File: src/rtl/irq_mask_ctl.sv
module irq_mask_ctl (
  input  logic       clk,
  input  logic       rst_n,
  input  logic       wr_en,
  input  logic [7:0] wr_data,
  output logic [7:0] rd_data,
  input  logic       lvl_top,
  input  logic       lvl_mid,
  input  logic       lvl_low,
  input  logic       gie_set,
  input  logic       gie_clr,
  input  logic       ser_in,
  output logic       ser_out,
  output logic       irq_req,
  output logic [2:0] irq_grant
);

  logic [2:0] msk;
  logic       top_pend;
  logic       top_prev;
  logic       gie;
  logic       ser_q;
  logic       top_edge;
  logic [2:0] pend;
  logic [2:0] live;
  logic       unused_bit5;

  assign unused_bit5 = wr_data[5];
  assign top_edge    = lvl_top & ~top_prev;

  always_ff @(posedge clk) begin
    if (!rst_n) begin
      msk      <= 3'b111;
      top_pend <= 1'b0;
      top_prev <= 1'b0;
      gie      <= 1'b0;
      ser_q    <= 1'b0;
    end else begin
      top_prev <= lvl_top;
      if (wr_en && wr_data[3]) msk <= wr_data[2:0];
      if (wr_en && wr_data[6]) ser_q <= wr_data[7];
      if (top_edge) top_pend <= 1'b1;
      else if (wr_en && wr_data[4]) top_pend <= 1'b0;
      if (gie_clr) gie <= 1'b0;
      else if (gie_set) gie <= 1'b1;
    end
  end

  assign pend      = {top_pend, lvl_mid, lvl_low};
  assign live      = pend & ~{msk[0], msk[1], msk[2]} & {3{gie}};
  assign irq_req   = |live;
  assign irq_grant = live[2] ? 3'b100 : live[1] ? 3'b010 : live[0] ? 3'b001 : 3'b000;
  assign ser_out   = ser_q;
  assign rd_data   = {ser_in, pend, gie, msk};

  p_mask_hold_r3: assert property (@(posedge clk) disable iff (!rst_n)
    (wr_en && !wr_data[3]) |=> $stable(rd_data[2:0]));

  p_mask_load_r2: assert property (@(posedge clk) disable iff (!rst_n)
    (wr_en && wr_data[3]) |=> (rd_data[2:0] == $past(wr_data[2:0])));

  p_top_latch_r5: assert property (@(posedge clk) disable iff (!rst_n)
    $rose(lvl_top) |=> rd_data[6]);

  p_top_clear_r4: assert property (@(posedge clk) disable iff (!rst_n)
    (wr_en && wr_data[4] && !(lvl_top && !$past(lvl_top))) |=> !rd_data[6]);

  p_ser_hold_r7: assert property (@(posedge clk) disable iff (!rst_n)
    !(wr_en && wr_data[6]) |=> $stable(ser_out));

  p_gie_clr_r9: assert property (@(posedge clk) disable iff (!rst_n)
    gie_clr |=> !rd_data[3]);

  p_grant_onehot_r10: assert property (@(posedge clk) disable iff (!rst_n)
    $onehot0(irq_grant) && (irq_req == (irq_grant != 3'b000)));

  p_req_gate_r10: assert property (@(posedge clk) disable iff (!rst_n)
    !rd_data[3] |-> !irq_req);

endmodule

File: config.mk
export PLATFORM = sky130hd
export DESIGN_NAME = irq_mask_ctl
export DESIGN_NICKNAME = d
export VERILOG_FILES = /design/src/rtl/irq_mask_ctl.sv
export SDC_FILE = /design/constraint.sdc
export NUM_CORES = 1
export LEC_CHECK = 0
export ABC_CLOCK_PERIOD_IN_PS = 2600
export BUFFER_PORTS_ARGS = -buffer_cell sky130_fd_sc_hd__buf_2
export CORE_AREA = 2 2 39 41
export DETAILED_ROUTE_END_ITERATION = 6
export DIE_AREA = 0 0 41 43
export GPL_TIMING_DRIVEN = 1
export PLACE_DENSITY_LB_ADDON = 0.2
export SLEW_MARGIN = 20
export SYNTH_ARGS = -nofsm -noshare
export SYNTH_HDL_FRONTEND = slang
export SYNTH_SLANG_ARGS = --single-unit
File: constraint.sdc
create_clock -name clk -period 2.6 [get_ports clk]
set_clock_uncertainty 0.2 [all_clocks]
set_input_delay 0.13 -clock clk [delete_from_list [all_inputs] [get_ports clk]]
set_output_delay 0.13 -clock clk [all_outputs]
set_load 0.02 [all_outputs]
==> metrics <==
clk root buf clkbuf_4; area share of the largest cell type after synthesis ~39%; antenna fix cells 0; die area 0.00176 mm²; global-route wire length before repair 1250 µm; worst hold margin roughly 11 ps; Final Hold Viols 0; crit-path cells dlygate4sd3_1, buf_2, and2_1, dlygate4sd3_1; met1 WL approximately 340 µm; Critical Path End Type flop; crit share post-route 61.1%; Place WS 1360 ps; Register Area 140 µm²; filler instances 145; Remaining DRCs 0; CTS tree built; Core ar. 0.00138 mm²; met3 wire length 67 µm; RSZ-0062 raised after global routing false; Max Cap Viol 0; power density cells roughly 480 mW/mm²; Die Wd 41 µm; fin crit period 1590 ps; Peak VDD IR 0.000216 V; cell count after synthesis 37; Reg2Reg Setup Slack around 1200 ps; Multi-input gate area 184 µm²; Seq/Total Area, Yosys between 30 and 40%; Netlist cell types 17; # IOs 30; CP most frequent cell dlygate4sd3_1; HP Class input pin to flop; drt first-iter violations 1; status finished, final reports clean; Worst-Margin Slew 169 ps; CP max FO 7; total vias in the final route 357; buffers plus inverters on the worst setup path 3; Synth area leaders dfxtp_1, buf_4, and3b_2; Top delay family on crit path buffers and inverters; routed vias/inst approximately 4.3; clock latency on the worst-skew pair between 200 and 250 ps; die height 43 µm; post-synthesis net count 54; WL/cell 9.40 µm; Clock Tree Buf Depth 2; cell leakage power 0.282 nW; setup tns final 0 ps; area delta synth->final 52.2%; drt pass-1 iters 3; Worst path slowest cell dlygate4sd3_1; Worst slew margin 88.7%; WP data arrival 1520 ps; final max-slew violation count 0; Final Setup Violations 0; Ys Warns 0; Final Util 39.8%; met2 WL around 370 µm; CTS resizes 0; highest clock rate about 0.63 GHz; syn avg cell area 9.77 µm²; Crit Path Class input pin to flop; clock sink total 7; total power 262 µW; Antenna Violating Nets Remaining 0; routability cong. 0.566; clk slew on worst S/H paths roughly 50 ps; area of the mapped netlist 362 µm²; H-Tree Depth 1; share of layout cells above drive strength 1 50.7%; fin nets 85; Routed WL 780 µm; GRT Total Usage 10.6%; post-synth top area cell dfxtp_1; Max stage delay on crit path 550 ps; largest net degree at the start of global routing 10; CTS Buf Count 3; port buffer count 26; vias in the first global route around 320; Top Layer Used met4; CP required 2530 ps; FF+latch count, synth 7; grt total ovfl 0; Worst Setup Start Kind input pin; starting density of the core 26.1%; setup ws final 1010 ps; antenna violations before repair 0; row cnt 14
[stage by stage]
stage	instance area, µm²	instances
final	551	83
after global placement	474	74
after detailed placement	474	74
after global routing	551	83
after floorplan	362	37
after CTS	551	83
[Yosys cell counts]
master	n
nor2b_4	1
and3_1	1
nor3b_1	1
a21boi_0	2
and3b_1	1
o31a_1	1
a21oi_1	3
and4bb_2	1
o21a_1	2
nor2b_1	2
nor2_1	1
and2b_1	1
and2_1	2
dfxtp_1	7
o21ai_1	3
and3b_2	3
buf_4	5
[path summary, 6_finish.rpt]
kind                                  from  cells past startpoint  endpoint
worst max-delay path                 rst_n                      4  top_prev
worst min register to register      msk[2]                      2    msk[2]
worst max register to register         gie                      3       gie
worst min-delay path            wr_data[3]                      3    msk[2]
[layout by cell type (no fill, tap or decap)]
master	n
buf_2	26
dfxtp_1	7
dlygate4sd3_1	5
and3b_2	3
a21oi_1	3
o21ai_1	3
clkbuf_4	3
and2_1	2
nor2b_1	2
a21boi_0	2
o21a_1	2
nor2b_4	1
and2b_1	1
o31a_1	1
and4bb_2	1
and3b_1	1
nor2_1	1
nor3b_1	1
and3_1	1
clkbuf_1	1
[power breakdown]
| group | leakage (nW) | total (mW) | switching [mW] | internal (mW) |
|---|---|---|---|---|
| sequential | 0.0577 | 0.117 | 0.00396 | 0.113 |
| combinational | 0.210 | 0.0469 | 0.0216 | 0.0253 |
| clock | 0.0150 | 0.0977 | 0.0391 | 0.0585 |
[cell families after synthesis]
group	share of synthesized area, %
AO/OA/AOI/OAI	19.0
AND/OR/NAND/NOR	31.8
buffers and inverters	10.4
flip-flops	38.8
[sequential cells by signal (all words and copies together) (netlist names)]
name,flops
msk,3
top_prev,1
ser_out,1
top_pend,1
gie,1
[final cells by class]
class                   instances  share of cell area, %
well taps                      16                   3.64
multi-input cells              25                   33.4
clock buffers                   4                   4.77
flip-flops and latches          7                   25.5
repair buffers                 31                   32.7
[repair_timing]
action	4_1_cts	5_1_grt
hold buffers	5	0
setup buffers	0	0
endpoints found under the hold margin	7	0
[layer usage]
layer	vias to the layer above	track usage, %
met2	13	14.7
met1	153	12.6
met4	0	8.00
li1	189	-
met5	-	0
met3	2	3.66
[worst reg2reg max path, stage by stage, from the launching register on]
cell and delay (ps):
dfxtp_1 380, nor2_1 70, nor3b_1 160, dlygate4sd3_1 560
Power figures use the tool's default switching activity.
